## src/rtl/onewire_pkg.sv

```systemverilog
// Package: shared widths, register selects, slot kinds and flag bit positions
// for the 1-Wire byte controller. Assumes 8-bit host registers.
package onewire_pkg;
    localparam int REG_W = 8;
    localparam int ADDR_W = 2;

    typedef enum logic [ADDR_W-1:0] {
        SEL_DATA  = 2'd0,
        SEL_FLAGS = 2'd1,
        SEL_IEN   = 2'd2,
        SEL_CTRL  = 2'd3
    } reg_sel_e;

    typedef enum logic {
        KIND_BIT   = 1'b0,
        KIND_RESET = 1'b1
    } slot_kind_e;

    localparam int FB_LOW     = 7;
    localparam int FB_SHORT   = 6;
    localparam int FB_RSFULL  = 5;
    localparam int FB_RBFULL  = 4;
    localparam int FB_TSEMPTY = 3;
    localparam int FB_TBEMPTY = 2;
    localparam int FB_PRESRES = 1;
    localparam int FB_PRES    = 0;

    localparam logic [REG_W-1:0] IEN_MASK = 8'hFD;
endpackage

```

## src/rtl/onewire_txseq.sv

```systemverilog
// Transmit buffer, transmit shift register and slot sequencer.
// Issues one request at a time; reset requests win over bit slots.
// Assumes the engine pulses slot_done once per accepted request.
module onewire_txseq
    import onewire_pkg::*;
#(
    parameter int DW = 8
) (
    input  logic          clk,
    input  logic          rst_n,
    input  logic          wr_byte,
    input  logic [DW-1:0] wr_data,
    input  logic          rst_req,
    output logic          slot_valid,
    input  logic          slot_ready,
    output logic          slot_kind,
    output logic          slot_wbit,
    input  logic          slot_done,
    input  logic          slot_rbit,
    output logic          tbuf_empty,
    output logic          tsr_empty,
    output logic          bit_evt,
    output logic          pres_evt,
    output logic          rx_val
);
    localparam int CNT_W = $clog2(DW);

    typedef enum logic [1:0] {SQ_IDLE, SQ_REQ, SQ_WAIT} seq_e;

    seq_e             state;
    slot_kind_e       kind_q;
    logic [DW-1:0]    tbuf, tsr;
    logic             tbuf_full, tsr_full, rst_pend;
    logic [CNT_W-1:0] cnt;
    logic             load, finishing;

    // Move the buffered byte into the shifter whenever the shifter is idle.
    assign load      = tbuf_full && !tsr_full;
    assign finishing = (state == SQ_WAIT) && slot_done;

    // Buffer, shifter and sequencer state.
    always_ff @(posedge clk) begin
        if (!rst_n) begin
            state     <= SQ_IDLE;
            kind_q    <= KIND_BIT;
            tbuf      <= '0;
            tsr       <= '0;
            tbuf_full <= 1'b0;
            tsr_full  <= 1'b0;
            rst_pend  <= 1'b0;
            cnt       <= '0;
        end else begin
            if (wr_byte) tbuf <= wr_data;
            tbuf_full <= wr_byte || (tbuf_full && !load);
            if (load) begin
                tsr      <= tbuf;
                tsr_full <= 1'b1;
                cnt      <= '0;
            end
            case (state)
                SQ_IDLE: begin
                    if (rst_pend) begin
                        kind_q <= KIND_RESET;
                        state  <= SQ_REQ;
                    end else if (tsr_full) begin
                        kind_q <= KIND_BIT;
                        state  <= SQ_REQ;
                    end
                end
                SQ_REQ: if (slot_ready) state <= SQ_WAIT;
                SQ_WAIT: begin
                    if (slot_done) begin
                        state <= SQ_IDLE;
                        if (kind_q == KIND_RESET) begin
                            rst_pend <= 1'b0;
                        end else begin
                            tsr <= tsr >> 1;
                            cnt <= cnt + 1'b1;
                            if (cnt == CNT_W'(DW-1)) tsr_full <= 1'b0;
                        end
                    end
                end
                default: state <= SQ_IDLE;
            endcase
            if (rst_req) rst_pend <= 1'b1;
        end
    end

    // Request and completion signals toward the engine and the rest of the block.
    always_comb begin
        slot_valid = (state == SQ_REQ);
        slot_kind  = kind_q;
        slot_wbit  = tsr[0];
        tbuf_empty = !tbuf_full;
        tsr_empty  = !tsr_full;
        bit_evt    = finishing && (kind_q == KIND_BIT);
        pres_evt   = finishing && (kind_q == KIND_RESET);
        rx_val     = slot_rbit;
    end
endmodule

```

## src/rtl/onewire_rxpath.sv

```systemverilog
// Receive shift register and receive buffer. Shifts sampled bits in
// LSB first; on the last bit of a byte the byte lands in the buffer.
// Assumes bit_evt is a single-cycle pulse per completed bit slot.
module onewire_rxpath #(
    parameter int DW = 8
) (
    input  logic          clk,
    input  logic          rst_n,
    input  logic          bit_evt,
    input  logic          bit_val,
    input  logic          restart,
    input  logic          rd_ack,
    output logic [DW-1:0] rbuf,
    output logic          rbf,
    output logic          byte_evt
);
    localparam int CNT_W = $clog2(DW);

    logic [DW-1:0]    rsr, rsr_next;
    logic [CNT_W-1:0] cnt;

    // Next shift value and end-of-byte detection.
    always_comb begin
        rsr_next = {bit_val, rsr[DW-1:1]};
        byte_evt = bit_evt && (cnt == CNT_W'(DW-1));
    end

    // Shift register, bit counter and buffer with its full flag.
    always_ff @(posedge clk) begin
        if (!rst_n) begin
            rsr  <= '0;
            cnt  <= '0;
            rbuf <= '0;
            rbf  <= 1'b0;
        end else begin
            if (restart) cnt <= '0;
            if (bit_evt) begin
                rsr <= rsr_next;
                cnt <= cnt + 1'b1;
            end
            if (byte_evt) rbuf <= rsr_next;
            rbf <= byte_evt || (rbf && !rd_ack);
        end
    end
endmodule

```

## src/rtl/onewire_irq.sv

```systemverilog
// Status flags, interrupt-enable register, master enable and the
// combined interrupt. Sticky flags clear on write-one; set wins.
// Assumes condition flags (buffer/shifter state) come in as levels.
module onewire_irq
    import onewire_pkg::*;
(
    input  logic             clk,
    input  logic             rst_n,
    input  logic             ien_we,
    input  logic             men_we,
    input  logic             w1c_we,
    input  logic [REG_W-1:0] wdata,
    input  logic             set_low,
    input  logic             set_short,
    input  logic             set_rsf,
    input  logic             pres_evt,
    input  logic             pres_val,
    input  logic             rbf,
    input  logic             tsr_empty,
    input  logic             tbuf_empty,
    output logic [REG_W-1:0] flags,
    output logic [REG_W-1:0] ien,
    output logic             men,
    output logic             irq
);
    logic             low_q, short_q, rsf_q, pd_q, pres_res_q;
    logic [REG_W-1:0] clr;

    // Write-one-to-clear mask.
    assign clr = w1c_we ? wdata : '0;

    // Enable registers and sticky flags.
    always_ff @(posedge clk) begin
        if (!rst_n) begin
            ien        <= '0;
            men        <= 1'b0;
            low_q      <= 1'b0;
            short_q    <= 1'b0;
            rsf_q      <= 1'b0;
            pd_q       <= 1'b0;
            pres_res_q <= 1'b0;
        end else begin
            if (ien_we) ien <= wdata & IEN_MASK;
            if (men_we) men <= wdata[0];
            low_q   <= set_low   || (low_q   && !clr[FB_LOW]);
            short_q <= set_short || (short_q && !clr[FB_SHORT]);
            rsf_q   <= set_rsf   || (rsf_q   && !clr[FB_RSFULL]);
            pd_q    <= (pres_evt && pres_val) || (pd_q && !clr[FB_PRES]);
            if (pres_evt) pres_res_q <= pres_val;
        end
    end

    // Flag vector in enable-register layout and the gated interrupt.
    always_comb begin
        flags             = '0;
        flags[FB_LOW]     = low_q;
        flags[FB_SHORT]   = short_q;
        flags[FB_RSFULL]  = rsf_q;
        flags[FB_RBFULL]  = rbf;
        flags[FB_TSEMPTY] = tsr_empty;
        flags[FB_TBEMPTY] = tbuf_empty;
        flags[FB_PRESRES] = pres_res_q;
        flags[FB_PRES]    = pd_q;
        irq               = men && |(flags & ien);
    end
endmodule

```

## src/rtl/onewire_ctrl.sv

```systemverilog
// Top of the 1-Wire byte controller: host register decode and read mux,
// wiring of transmit sequencer, receive path and interrupt logic.
// Assumes the host holds reg_re for one cycle per read with side effects.
module onewire_ctrl
    import onewire_pkg::*;
(
    input  logic              clk,
    input  logic              rst_n,
    input  logic              reg_we,
    input  logic              reg_re,
    input  logic [ADDR_W-1:0] reg_addr,
    input  logic [REG_W-1:0]  reg_wdata,
    output logic [REG_W-1:0]  reg_rdata,
    output logic              irq,
    output logic              slot_valid,
    input  logic              slot_ready,
    output logic              slot_kind,
    output logic              slot_wbit,
    input  logic              slot_done,
    input  logic              slot_rbit,
    input  logic              line_low_evt,
    input  logic              line_short_evt
);
    reg_sel_e         sel;
    logic             wr_data, wr_flags, wr_ien, wr_ctrl, rd_data;
    logic             tbuf_empty, tsr_empty, bit_evt, pres_evt, rx_val;
    logic             rbf, byte_evt, men_q;
    logic [REG_W-1:0] rbuf, flag_vec, ien_q;

    // Register select decode.
    always_comb begin
        sel      = reg_sel_e'(reg_addr);
        wr_data  = reg_we && (sel == SEL_DATA);
        wr_flags = reg_we && (sel == SEL_FLAGS);
        wr_ien   = reg_we && (sel == SEL_IEN);
        wr_ctrl  = reg_we && (sel == SEL_CTRL);
        rd_data  = reg_re && (sel == SEL_DATA);
    end

    onewire_txseq #(.DW(REG_W)) i_tx (
        .clk        (clk),
        .rst_n      (rst_n),
        .wr_byte    (wr_data),
        .wr_data    (reg_wdata),
        .rst_req    (wr_ctrl && reg_wdata[1]),
        .slot_valid (slot_valid),
        .slot_ready (slot_ready),
        .slot_kind  (slot_kind),
        .slot_wbit  (slot_wbit),
        .slot_done  (slot_done),
        .slot_rbit  (slot_rbit),
        .tbuf_empty (tbuf_empty),
        .tsr_empty  (tsr_empty),
        .bit_evt    (bit_evt),
        .pres_evt   (pres_evt),
        .rx_val     (rx_val)
    );

    onewire_rxpath #(.DW(REG_W)) i_rx (
        .clk      (clk),
        .rst_n    (rst_n),
        .bit_evt  (bit_evt),
        .bit_val  (rx_val),
        .restart  (pres_evt),
        .rd_ack   (rd_data),
        .rbuf     (rbuf),
        .rbf      (rbf),
        .byte_evt (byte_evt)
    );

    onewire_irq i_irq (
        .clk        (clk),
        .rst_n      (rst_n),
        .ien_we     (wr_ien),
        .men_we     (wr_ctrl),
        .w1c_we     (wr_flags),
        .wdata      (reg_wdata),
        .set_low    (line_low_evt),
        .set_short  (line_short_evt),
        .set_rsf    (byte_evt),
        .pres_evt   (pres_evt),
        .pres_val   (rx_val),
        .rbf        (rbf),
        .tsr_empty  (tsr_empty),
        .tbuf_empty (tbuf_empty),
        .flags      (flag_vec),
        .ien        (ien_q),
        .men        (men_q),
        .irq        (irq)
    );

    // Host read data mux.
    always_comb begin
        case (sel)
            SEL_DATA:  reg_rdata = rbuf;
            SEL_FLAGS: reg_rdata = flag_vec;
            SEL_IEN:   reg_rdata = ien_q;
            default:   reg_rdata = {{(REG_W-1){1'b0}}, men_q};
        endcase
    end
endmodule

```

## config.mk

```make
export PLATFORM = sky130hd
export DESIGN_NAME = onewire_ctrl
export DESIGN_NICKNAME = d
export VERILOG_FILES = /design/src/rtl/onewire_pkg.sv /design/src/rtl/onewire_txseq.sv /design/src/rtl/onewire_rxpath.sv /design/src/rtl/onewire_irq.sv /design/src/rtl/onewire_ctrl.sv
export SDC_FILE = /design/constraint.sdc
export NUM_CORES = 1
export LEC_CHECK = 0
export BUFFER_PORTS_ARGS = -buffer_cell sky130_fd_sc_hd__clkbuf_2
export CAP_MARGIN = 15
export CORE_ASPECT_RATIO = 1.2
export CORE_MARGIN = 5
export CORE_UTILIZATION = 54
export CTS_BUF_LIST = sky130_fd_sc_hd__clkbuf_2 sky130_fd_sc_hd__clkbuf_4 sky130_fd_sc_hd__clkbuf_8
export DETAILED_ROUTE_END_ITERATION = 16
export HOLD_SLACK_MARGIN = 0.1
export PLACE_DENSITY = 0.78
export SYNTH_ARGS = -nofsm -noshare
export SYNTH_HDL_FRONTEND = slang
export SYNTH_HIERARCHICAL = 1
export SYNTH_SLANG_ARGS = --single-unit
export TNS_END_PERCENT = 5
```

## constraint.sdc

```tcl
create_clock -name clk -period 1.4 [get_ports clk]
set_input_delay 0 -clock clk [delete_from_list [all_inputs] [get_ports clk]]
set_output_delay 0 -clock clk [all_outputs]
set_load 0.02 [all_outputs]
```

; Yosys cells after proc, flatten, opt, wreduce, memory -nomap -nowiden
; Index checks and enable logic that the tools add are counted.
[word_totals]
reg_bits = 58
latchBits = 0
mem_bits_rw = 0
romBits = 0
out_inout_bits = 12
n_memories = 0
[classes]
add_sub_neg = 2
n_mul = 0
div = 0
n_lt_le_gt_ge = 0
eq_ne = 10
shifts = 0
n_mux = 28
bitwise_logic = 2
n_reduce_logical = 44
[ops]
columns = operator, count
row1 = $mux 8, 5
row2 = $pmux 8 s3, 1
row3 = $logic_and 1x1->1, 19
row4 = $mux 3, 6
row5 = $mux 1, 11
row6 = $reduce_bool 2->1, 5
row7 = $and 8x8->8, 1
row8 = $logic_not 1->1, 8
row9 = $mux 2, 4
row10 = $reduce_or 8->1, 1
row11 = $add 3x1->3 const B, 2
row12 = $eq 2x2->1 const B, 3
row13 = $eq 3x3->1 const B, 2
row14 = $logic_or 1x1->1, 6
row15 = $pmux 2 s3, 1
row16 = $reduce_and 3->1, 2
row17 = $eq 2x1->1 const B, 2
row18 = $logic_not 2->1, 2
row19 = $ne 3x1->1 const B, 1
row20 = $ne 2x1->1 const B, 1
row21 = $ne 2x2->1 const B, 1
row22 = $reduce_and 2->1, 1
row23 = $not 1->1, 1

; Depth between registers and ports, before layout
; Gate-level depths: netlist of run 1.
[depth]
ltp_word = 7
mapped_depth = 7
depth_no_buf = 4

; By module
; The synthesis of run 1 kept the hierarchy.
[modules_own_cells]
columns = module, n_inst, cells_each, area_per_inst_um2, seq_area_each_um2
row1 = onewire_txseq, 1, 111, 1026.0, 500.5
row2 = onewire_rxpath, 1, 76, 783.3, 380.4
row3 = onewire_irq, 1, 57, 589.3, 260.2
row4 = onewire_ctrl, 1, 26, 231.5, 0.0

; Least setup slack after synthesis of run 1
; No wires, ideal clock.
[synth_timing]
path_kind = flip-flop to flip-flop
startpoint = register i_tx.kind_q (netlist: i_tx/slot_kind)
endpoint = register i_rx.cnt[1]
arrival_ns = 1.322
slack_ns = -0.039
stages_incl_launch_ff = 7
synth_period_minus_slack_ns = 1.439
cell_sequence = dfxtp_1 > nand4bb_4 > inv_2 > buf_6 > buf_4 > buf_6 > a31o_2
[synth_between]
elab_chain_len = 3
[synth_rtl]
columns = element, line_no
row1 = "start, declared", onewire_txseq.sv:31  ; slot_kind_e kind_q;
row2 = "start signal, assigned", onewire_txseq.sv:45  ; kind_q <= KIND_BIT;
row3 = "start signal, assigned", onewire_txseq.sv:63  ; kind_q <= KIND_RESET;
row4 = "start signal, assigned", onewire_txseq.sv:66  ; kind_q <= KIND_BIT;
row5 = $not 1->1 *, onewire_txseq.sv:96  ; bit_evt = finishing && (kind_q == KIND_BIT);
row6 = $logic_and 1x1->1 *, onewire_txseq.sv:96
row7 = named net bit_evt, onewire_ctrl.sv:26  ; logic tbuf_empty, tsr_empty, bit_evt, pres_evt, rx_val;
row8 = $mux 3 or $reduce_bool 2->1 (tied branches), --
row9 = "end signal, assigned", onewire_rxpath.sv:39  ; cnt <= cnt + 1'b1;
row10 = "end, declared", onewire_rxpath.sv:20  ; logic [CNT_W-1:0] cnt;
; Mark *: on every way through the listed nets, which the timed path passes. The rest lies on a longest branch.
; A chain may end at the register's enable or synchronous reset.

; Worst setup path in the final report of run 1
[layout_timing]
startpoint = register i_tx.tsr_full
endpoint = output irq
[layout_between]
elab_chain_len = 4
[layout_rtl]
columns = element, line_no
row1 = "start, declared", onewire_txseq.sv:33  ; logic tbuf_full, tsr_full, rst_pend;
row2 = "start signal, assigned", onewire_txseq.sv:49  ; tsr_full <= 1'b0;
row3 = "start signal, assigned", onewire_txseq.sv:57  ; tsr_full <= 1'b1;
row4 = "start signal, assigned", onewire_txseq.sv:79  ; if (cnt == CNT_W'(DW-1)) tsr_full <= 1'b0;
row5 = $logic_not 1->1, onewire_txseq.sv:95  ; tsr_empty = !tsr_full;
row6 = named net tsr_empty, onewire_ctrl.sv:26
row7 = $and 8x8->8, onewire_irq.sv:64  ; irq = men && |(flags & ien);
row8 = $reduce_or 8->1, onewire_irq.sv:64
row9 = $logic_and 1x1->1, onewire_irq.sv:64
row10 = "end, declared", onewire_ctrl.sv:14  ; output logic irq,
; The timed path passes the listed nets, and every way through them passes these cells.

==> flow_summary.json, run 1 <==
{
  "ys_seq_elements": 57,
  "drc": 0,
  "synth_ff_type": "dfxtp_1",
  "synth_edf_count": 0,
  "synth.distinct_cells": 41,
  "core_sq_um": 4662,
  "violations": "setup timing",
  "die_height_um": 86.45,
  "vias": 2084,
  "arrival_ps": 1430,
  "slew_viol_final": 0,
  "slowest_stage": "dfxtp_4",
  "fillers": 368,
  "synth_area_sq_um": 2630,
  "drtAntennaViolNets": 0,
  "crit_fanout": 5,
  "max_cap_violations": 0,
  "reg2reg_depth": 5,
  "track_usage_pct": 20.50,
  "seq_area_frac_synth_pct": 43.39,
  "num_rows": 27,
  "vias_per_cell": 5.528,
  "port_buffers": 30,
  "p_clk_share_pct": 50.7,
  "post_drt_wl_per_cell_um": 15.95,
  "hold_violations": 0,
  "p_leak_nw": 1.265,
  "vdd_ir_drop_max_uv": 830.1,
  "place_hpwl_um": 4161,
  "critPathRequiredTime_ps": 1400,
  "clk_path_buf_depth": 2,
  "switching_power_w": 0.0008488,
  "die-area_sq_um": 6372,
  "fin_nets": 337,
  "worstHoldPathType": "input port to flip-flop",
  "initial_core_util_pct": 56.41,
  "antenna_found_initial": 0,
  "synthCells": 270,
  "synth_warnings": 6,
  "criticalPathCategory": "flip-flop to output port",
  "switching_share_pct": 21.09,
  "setup-tns-final_ps": -27.49,
  "max_stage_delay_ps": 370,
  "syn_nets": 293,
  "worst_slack_ps": -27.49,
  "htree_levels": 3,
  "grt_pass1_wl_um": 9873,
  "max_freq_ghz": 0.7005,
  "final_common_cell": "dfxtp_1",
  "clk_latency_ps": 340,
  "place.gp.congestion": 0.8339,
  "grt_max_degree": 25,
  "drt_iter0_markers": 177,
  "num_antenna_cells": 0,
  "p_int_w": 0.003177,
  "p_comb_share_pct": 7.6,
  "cts.sinks": 57,
  "drive_gt1_share_pct": 23.51,
  "pre_cts_slack_ps": 94.73,
  "grt.overflow.total": 0,
  "ctsRootBufferMaster": "clkbuf_8",
  "finalClockSkew_ps": 8.381,
  "worstPathCellList": "inv_2 -> a222oi_1 -> a31oi_1 -> buf_4",
  "async_reset_ff_share_pct": 0,
  "cts_tree": "built",
  "rsz0062_at_grt": "yes",
  "crit_path_start_kind": "flip-flop",
  "post-route-period-util_pct": 102.0,
  "hold_depth": 4,
  "path_clk_slew_ps": 70,
  "area_growth_pct": 21.55,
  "post-route-min-period_ps": 1427,
  "p_seq_share_pct": 41.7,
  "io_pins": 31,
  "grt_pass1_vias": 2048,
  "post-cts-setup-buffers": 0,
  "setup_viol": 1,
  "syn_area_per_cell_sq_um": 9.741,
  "status": "complete, but fails checks",
  "dr.pass1.iters": 4,
  "endpoint_kind": "output port",
  "cts_buffers": 9,
  "wl_um": 6012,
  "power_density_nw_per_um2": 1259,
  "final_cell_mix": "dfxtp_1 (55), mux2i_1 (31), clkbuf_2 (29)",
  "die_w_um": 73.71
}
==> synthesized netlist by cell type, types with 7 or more instances <==
cell type / count / share of area [%]
dfxtp_1: 57 / 43
mux2i_1: 31 / 12
nor2b_1: 21 / 5.0
a21oi_1: 20 / 3.8
nand2_1: 19 / 2.7
buf_4: 14 / 4.0
nor2_1: 12 / 1.7
nand4_1: 8 / 1.9
o21a_1: 8 / 2.3
o21ai_1: 8 / 1.5
o21ai_0: 7 / 1.3
o2bb2ai_1: 7 / 2.3
==> registers in the layout, summed over array words and instances, names as in the netlist <==
register and flops:
i_rx/rsr 7, i_tx/state 2, i_rx/rbuf 8, i_irq/low_q 1, i_rx/cnt 3, i_tx/tbuf 8
i_tx/slot_kind 1, i_irq/ien 7, i_tx/tbuf_full 1, i_irq/men 1, i_tx/tsr 8, i_tx/cnt 3
i_irq/pres_res_q 1, i_tx/tsr_full 1, i_irq/pd_q 1, i_irq/rsf_q 1, i_tx/rst_pend 1, i_rx/rbf 1
i_irq/short_q 1
==> logic make-up (layout without fill, tap and decap cells) <==
logic type / Yosys count / in the layout / synth area share (%)
adders and majority gates: 4 / 4 / 1.903
DFF: 57 / 57 / 43.39
buffers and inverters: 32 / 81 / 8.277
muxes: 32 / 32 / 12.80
and+or+nand+nor: 81 / 81 / 18.03
other: 1 / 1 / 0.1426
AOI/OAI and AO/OA: 63 / 63 / 15.46
==> final timing paths <==
kind	from	to	slack [ps]
max	i_tx/tsr_full	irq	-30
min	reg_we	i_irq/men	170
max reg2reg	i_tx/slot_kind	i_rx/cnt[0]	100
min reg2reg	i_tx/tsr[4]	i_tx/tsr[4]	450
==> area by class of cell <==
cell class | instances | area [sq um] | area share [%]
tap | 58 | 72.57 | 2.270
multi-input combinational | 181 | 1276 | 39.92
clock buffer | 10 | 131.4 | 4.110
clock inverter | 6 | 130.1 | 4.070
timing repair buffer | 60 | 421.7 | 13.19
sequential | 57 | 1146 | 35.85
inverter | 5 | 18.77 | 0.5871
==> power by group through the flow <==
| stage | combinational [W] | sequential (W) | clock [W] |
|---|---|---|---|
| after floorplan | 0.000179 | 0.00171 | 0 |
| after global placement | 0.000261 | 0.00171 | 0 |
| after detailed placement | 0.000265 | 0.00172 | 0 |
| after CTS | 0.000303 | 0.00168 | 0.00207 |
| after global routing | 0.000331 | 0.00168 | 0.00214 |
| final | 0.000306 | 0.00168 | 0.00204 |
==> worst max-delay path: cells and delay by family, from the launching register on <==
kind	cells	cell delay (ps)
buffers and inverters	2	210
AOI/OAI and AO/OA	2	490
DFF	1	370
==> repair_timing <==
action / in CTS / in global routing
setup endpoints to repair: 1 / 4
hold buffers: 16 / 0
endpoints found under the hold margin: 26 / 0
resized for setup: 4 / 3
pin swaps: 2 / 0
==> per-layer routing <==
metal | up-vias | track usage [%] | share of wire, %
met5 | - | 0 | 0
met1 | 1005 | 24.86 | 44
li1 | 1034 | - | -
met4 | 0 | 9.390 | 1.4
met3 | 9 | 5.220 | 3.6
met2 | 36 | 33.63 | 51
==> metrics by stage <==
step,cells,power (W),instance area [sq um],hold WS [ps],utilization [%]
after floorplan,270,0.001892,2631,117.5,-
after global placement,345,0.001975,2765,218.0,59.31
after detailed placement,345,0.001981,2765,220.0,59.31
after CTS,377,0.004051,3193,153.9,68.49
after global routing,377,0.004151,3197,181.8,68.57
final,377,0.004026,3197,167.3,68.57
(Power assumes the default switching activity.)
==> inputs of run 2 (changes only) <==
--- a/config.mk
+++ b/config.mk
@@ -9,11 +9,10 @@
 export CAP_MARGIN = 15
 export CORE_ASPECT_RATIO = 1.2
 export CORE_MARGIN = 5
-export CORE_UTILIZATION = 54
+export CORE_UTILIZATION = 40
 export CTS_BUF_LIST = sky130_fd_sc_hd__clkbuf_2 sky130_fd_sc_hd__clkbuf_4 sky130_fd_sc_hd__clkbuf_8
 export DETAILED_ROUTE_END_ITERATION = 16
 export HOLD_SLACK_MARGIN = 0.1
-export PLACE_DENSITY = 0.78
 export SYNTH_ARGS = -nofsm -noshare
 export SYNTH_HDL_FRONTEND = slang
 export SYNTH_HIERARCHICAL = 1
==> run 2 against run 1 <==
  * The run now ends clean
  * First-iteration DRC count down 44%
  * Count of clock-buffer cells in the layout unchanged
  * Flip-flop and latch count unchanged
==> flow_summary.json, run 2 (synthesis results as in run 1) <==
{
  "wl_um": 6102,
  "initial_core_util_pct": 41.05,
  "antenna_found_initial": 0,
  "drc": 0,
  "clk_path_buf_depth": 2,
  "rr_endpoint": "i_irq/short_q",
  "min_from": "reg_re",
  "die_height_um": 98.83,
  "path_delay_family": "compound AO/OA/AOI/OAI gates",
  "crit_fanout": 2,
  "whs_endpoint": "i_rx/rbf",
  "num_rows": 32,
  "place.gp.congestion": 0.8230,
  "place_hpwl_um": 4301,
  "vias": 2037,
  "num_antenna_cells": 0,
  "power_density_nw_per_um2": 1041,
  "vias_per_cell": 5.017,
  "drive_gt1_share_pct": 24.30,
  "arrival_ps": 1400,
  "grt_max_degree": 27,
  "p_clk_share_pct": 39.4,
  "track_usage_pct": 15.70,
  "clk_latency_ps": 330,
  "path_clk_slew_ps": 70,
  "cp_num_buf_inv": 2,
  "final_common_cell": "dfxtp_1",
  "post-route-period-util_pct": 99.67,
  "post_drt_wl_per_cell_um": 15.03,
  "cts_buffers": 9,
  "rsz0062_at_grt": "yes",
  "dr.pass1.iters": 4,
  "hold_violations": 0,
  "io_pins": 31,
  "critPathRequiredTime_ps": 1400,
  "place_area_sq_um": 2811,
  "switching_share_pct": 25.43,
  "vdd_ir_drop_max_uv": 459.5,
  "max_cap_violations": 0,
  "grt.overflow.total": 0,
  "core_sq_um": 6406,
  "reg2reg_depth": 3,
  "p_seq_share_pct": 51.0,
  "whs_ps": 121.9,
  "drt_iter0_markers": 99,
  "worstHoldPathType": "input port to flip-flop",
  "postLayoutCellArea_sq_um": 3163,
  "grt_pass1_vias": 2016,
  "max_stage_delay_ps": 400,
  "hold_depth": 4,
  "crit_path_start_kind": "flip-flop",
  "endpoint_kind": "output port",
  "p_int_w": 0.002455,
  "drtAntennaViolNets": 0,
  "p_comb_share_pct": 9.5,
  "worstPathCellList": "inv_2 -> a222oi_1 -> a31oi_1 -> buf_4",
  "reg_top3": "i_rx/rbuf: 8 flops, i_tx/tbuf: 8 flops, i_tx/tsr: 8 flops",
  "area_growth_pct": 20.27,
  "p_leak_nw": 1.227,
  "r2r_start": "i_irq/short_q",
  "htree_levels": 3,
  "grt_pass1_wl_um": 10140,
  "fin_nets": 339,
  "cts_tree": "built",
  "cts.sinks": 57,
  "max_freq_ghz": 0.7166,
  "slowest_stage": "a222oi_1",
  "finalClockSkew_ps": 11.21,
  "final_cell_mix": "dfxtp_1 (54), mux2i_1 (31), clkbuf_2 (29)",
  "setup_viol": 0,
  "rrSetupSlack_ps": 120,
  "ctsRootBufferMaster": "clkbuf_8",
  "criticalPathCategory": "flip-flop to output port",
  "die-area_sq_um": 8303,
  "switching_power_w": 0.0008373,
  "status": "complete, no violations",
  "slew_viol_final": 0,
  "port_buffers": 30,
  "die_w_um": 84.02,
  "post-route-min-period_ps": 1395
}
## run 2: cell types whose count changed in the layout (fill, tap and decap cells not counted)
cell / delta
nor2_1: -1
dlygate4sd3_1: +1
buf_12: +1
bufinv_16: -4
dfxtp_2: +2
clkinvlp_4: +2
buf_4: +1
dfxtp_4: -1
buf_6: -1
dfxtp_1: -1
nor2_2: +1
clkinv_2: +2
## run 2: worst max-delay path by stage
stage / start / end / slack [ps] / depth (start not counted)
CTS: i_irq/ien[3] / irq / -20 / 3
finish: i_tx/tsr_full / irq / 5 / 4
floorplan: i_tx/slot_kind / i_rx/cnt[1] / 60 / 6
global placement: i_tx/slot_kind / i_rx/rbuf[2] / 150 / 5
detailed placement: i_tx/state[1] / i_rx/cnt[1] / 140 / 3
global route: i_tx/tsr_full / irq / -80 / 4
## run 2: area by class of cell
type                       count  area [sq um]
fill                         637          3243
timing repair buffer          62         447.9
sequential                    57          1145
clock inverter                 6         35.03
clock buffer                  10         131.4
inverter                       5         18.77
tap                           85         106.4
multi-input combinational    181          1279
## run 2: through the flow
stage	setup TNS [ps]	total power [W]	cells	setup WS (ps)	util, %
final	0	0.003292	406	4.604	49.38
after global routing	-83.90	0.003437	406	-83.90	49.38
after CTS	-19.48	0.003329	406	-19.48	49.34
after detailed placement	0	0.001988	372	135.2	43.89
after global placement	0	0.001984	372	147.0	43.89
after floorplan	0	0.001892	270	56.73	-
## run 2: worst register-to-register path, cell delays in order (launching register included)
cell	delay, ps
dfxtp_1	330
a21boi_0	120
o21a_1	170
dlygate4sd3_1	550
## run 2: routing by layer
layer	track usage [%]	up-vias	routed length (um)
li1	-	1037	-
met1	18.28	955	2710
met2	27.10	35	3091
met3	3.846	10	203
met4	7.054	0	97
met5	0	-	0
## run 2: repair_timing
action                                  CTS  global route
endpoints found under the setup margin    1             3
hold buffers                             17             0
hold endpoints to repair                 28             0
pin swaps                                 2             0
resized for setup                         4             3
buffers inserted                          1             0
## run 2: power groups by stage
stage	clock, W	combinational [W]	sequential (W)
floorplan	0	0.000179	0.00171
global placement	0	0.000268	0.00172
detailed placement	0	0.000271	0.00172
CTS	0.00133	0.000315	0.00168
global route	0.00141	0.000344	0.00168
finish	0.00130	0.000314	0.00168
==> inputs of run 3 (changes only) <==
--- a/config.mk
+++ b/config.mk
@@ -12,6 +12,7 @@
 export CORE_UTILIZATION = 40
 export CTS_BUF_LIST = sky130_fd_sc_hd__clkbuf_2 sky130_fd_sc_hd__clkbuf_4 sky130_fd_sc_hd__clkbuf_8
 export DETAILED_ROUTE_END_ITERATION = 16
+export GPL_TIMING_DRIVEN = 0
 export HOLD_SLACK_MARGIN = 0.1
 export SYNTH_ARGS = -nofsm -noshare
 export SYNTH_HDL_FRONTEND = slang
==> run 3 against run 2 <==
  * The flow now finishes with violations (setup timing)
  * First-iteration DRC count increased by 8.1%
  * Hold slack lost 1.1 ps
  * Setup slack lost 39 ps
  * Clock skew down 3.7 ps
  * Register-to-register slack worse by 90 ps
  * Count of clock-buffer cells in the layout is 3 higher
  * Wire length up 0.57%
  * Final area increased by 5.2%
  * Largest power group is now the clock network
  * Highest routed layer unchanged
==> flow_summary.json, run 3 (synthesis results as in run 1) <==
{
  "place.gp.congestion": 0.7336,
  "ctsRootBufferMaster": "clkbuf_8",
  "cts_tree": "built",
  "criticalPathCategory": "flip-flop to output port",
  "die_w_um": 84.02,
  "fin_nets": 350,
  "reg_top3": "i_rx/rbuf: 8 flops, i_tx/tbuf: 8 flops, i_tx/tsr: 8 flops",
  "violations": "setup timing",
  "post_drt_wl_per_cell_um": 14.75,
  "grt_max_degree": 16,
  "num_rows": 32,
  "grt.overflow.total": 0,
  "worst_slack_ps": -34.65,
  "port_buffers": 29,
  "p_comb_share_pct": 8.4,
  "slew_viol_final": 0,
  "place_hpwl_um": 4447,
  "path_clk_slew_ps": 60,
  "worstPathCellList": "inv_4 -> a222oi_1 -> a31oi_1 -> buf_4",
  "endpoint_kind": "output port",
  "final_common_cell": "dfxtp_1",
  "clk_path_buf_depth": 2,
  "path_delay_family": "compound AO/OA/AOI/OAI gates",
  "post-route-min-period_ps": 1435,
  "max_cap_violations": 0,
  "crit_fanout": 2,
  "max_freq_ghz": 0.6970,
  "max_stage_delay_ps": 400,
  "post-route-period-util_pct": 102.5,
  "hold_violations": 0,
  "dr.pass1.iters": 4,
  "cts.sinks": 57,
  "p_int_w": 0.002971,
  "drc": 0,
  "drtAntennaViolNets": 0,
  "p_leak_nw": 1.306,
  "initial_core_util_pct": 41.05,
  "status": "complete, but fails checks",
  "finalClockSkew_ps": 7.518,
  "die_height_um": 98.83,
  "area_growth_pct": 26.50,
  "multi_input_area_sq_um": 1277,
  "die-area_sq_um": 8303,
  "io_pins": 31,
  "grt_pass1_vias": 2091,
  "vias_per_cell": 5.077,
  "final_cell_mix": "dfxtp_1 (52), mux2i_1 (31), clkbuf_2 (28)",
  "cp_num_buf_inv": 2,
  "cts_buffers": 9,
  "core_sq_um": 6406,
  "p_clk_share_pct": 46.8,
  "slowest_stage": "a222oi_1",
  "ff_latch_area_sq_um": 1150,
  "setup_viol": 2,
  "num_antenna_cells": 0,
  "rsz0062_at_grt": "yes",
  "switching_power_w": 0.0007848,
  "drive_gt1_share_pct": 27.49,
  "htree_levels": 3,
  "drt_iter0_markers": 107,
  "wl_um": 6137,
  "vdd_ir_drop_max_uv": 568.4,
  "power_w": 0.003755,
  "whs_ps": 120.9,
  "grt_pass1_wl_um": 10560,
  "switching_share_pct": 20.90,
  "crit_path_start_kind": "flip-flop",
  "antenna_found_initial": 0,
  "power_density_nw_per_um2": 1129,
  "fillers": 644,
  "clk_latency_ps": 320,
  "critPathRequiredTime_ps": 1400,
  "vias": 2112,
  "track_usage_pct": 16.17,
  "worstHoldPathType": "input port to flip-flop",
  "arrival_ps": 1430,
  "p_seq_share_pct": 44.8
}
[run 3: changes by cell type in the layout (fill, tap and decap cells not counted), sizes merged]
cell / previous run / this run
bufinv: 0 / 2
clkinv: 4 / 0
clkbuf: 39 / 43
buf: 16 / 28
dlygate4sd3: 17 / 15
clkinvlp: 2 / 0
[run 3: worst min-delay path, delay by kind of cell]
family                 cells  cell delay, ps
AO/OA/AOI/OAI              1             110
buffers and inverters      1              70
AND/OR/NAND/NOR            2             220
[run 3: path summary, 6_finish.rpt]
path                  start      endpoint  slack, ps  cells after the start
min reg2reg    i_rx/rbuf[1]  i_rx/rbuf[1]        450                      2
max reg2reg  i_tx/slot_kind   i_rx/cnt[1]         30                      5
min                  reg_re      i_rx/rbf        120                      4
max           i_tx/tsr_full           irq        -30                      4
[run 3: stage by stage]
| step | TNS (ps) | area (sq um) | utilization (%) | setup WS [ps] | cells |
|---|---|---|---|---|---|
| 2_1_floorplan | 0 | 2631 | - | 56.73 | 270 |
| 3_3_place_gp | -1039 | 2883 | 45.00 | -102.1 | 384 |
| 3_5_place_dp | -1346 | 2883 | 45.00 | -111.1 | 384 |
| 4_1_cts | -134.2 | 3316 | 51.76 | -84.83 | 416 |
| 5_1_grt | -597.8 | 3327 | 51.93 | -132.1 | 416 |
| 6_report | -58.95 | 3327 | 51.93 | -34.65 | 416 |
[run 3: cell type report]
cell class,instances,area share [%]
Buffer,27,6.732
Timing Repair Buffer,46,9.402
Tap cell,85,3.197
Clock inverter,2,1.805
Multi-Input combinational cell,181,38.40
Inverter,5,0.7146
Sequential cell,57,34.56
Clock buffer,13,5.190
[run 3: metal layers]
metal	vias to the layer above	global-route usage, %	share of wire [%]
li1	1060	-	-
met1	1014	19.63	45
met2	32	27.10	50
met3	6	5.184	3.8
met4	0	5.198	1.1
met5	-	0	0
[run 3: power groups by stage]
stage | Sequential [W] | Clock (W) | Combinational (W)
6_report | 0.00168 | 0.00176 | 0.000316
5_1_grt | 0.00169 | 0.00189 | 0.000346
4_1_cts | 0.00168 | 0.00180 | 0.000317
2_1_floorplan | 0.00171 | 0 | 0.000179
3_5_place_dp | 0.00172 | 0 | 0.000275
3_3_place_gp | 0.00172 | 0 | 0.000272
[run 3: what timing repair did]
action | 4_1_cts | 5_1_grt
hold endpoints to repair | 26 | 0
setup endpoints to repair | 22 | 20
pin swaps | 2 | 1
hold buffers | 15 | 0
gates resized for setup | 15 | 5
buffers inserted | 2 | 0
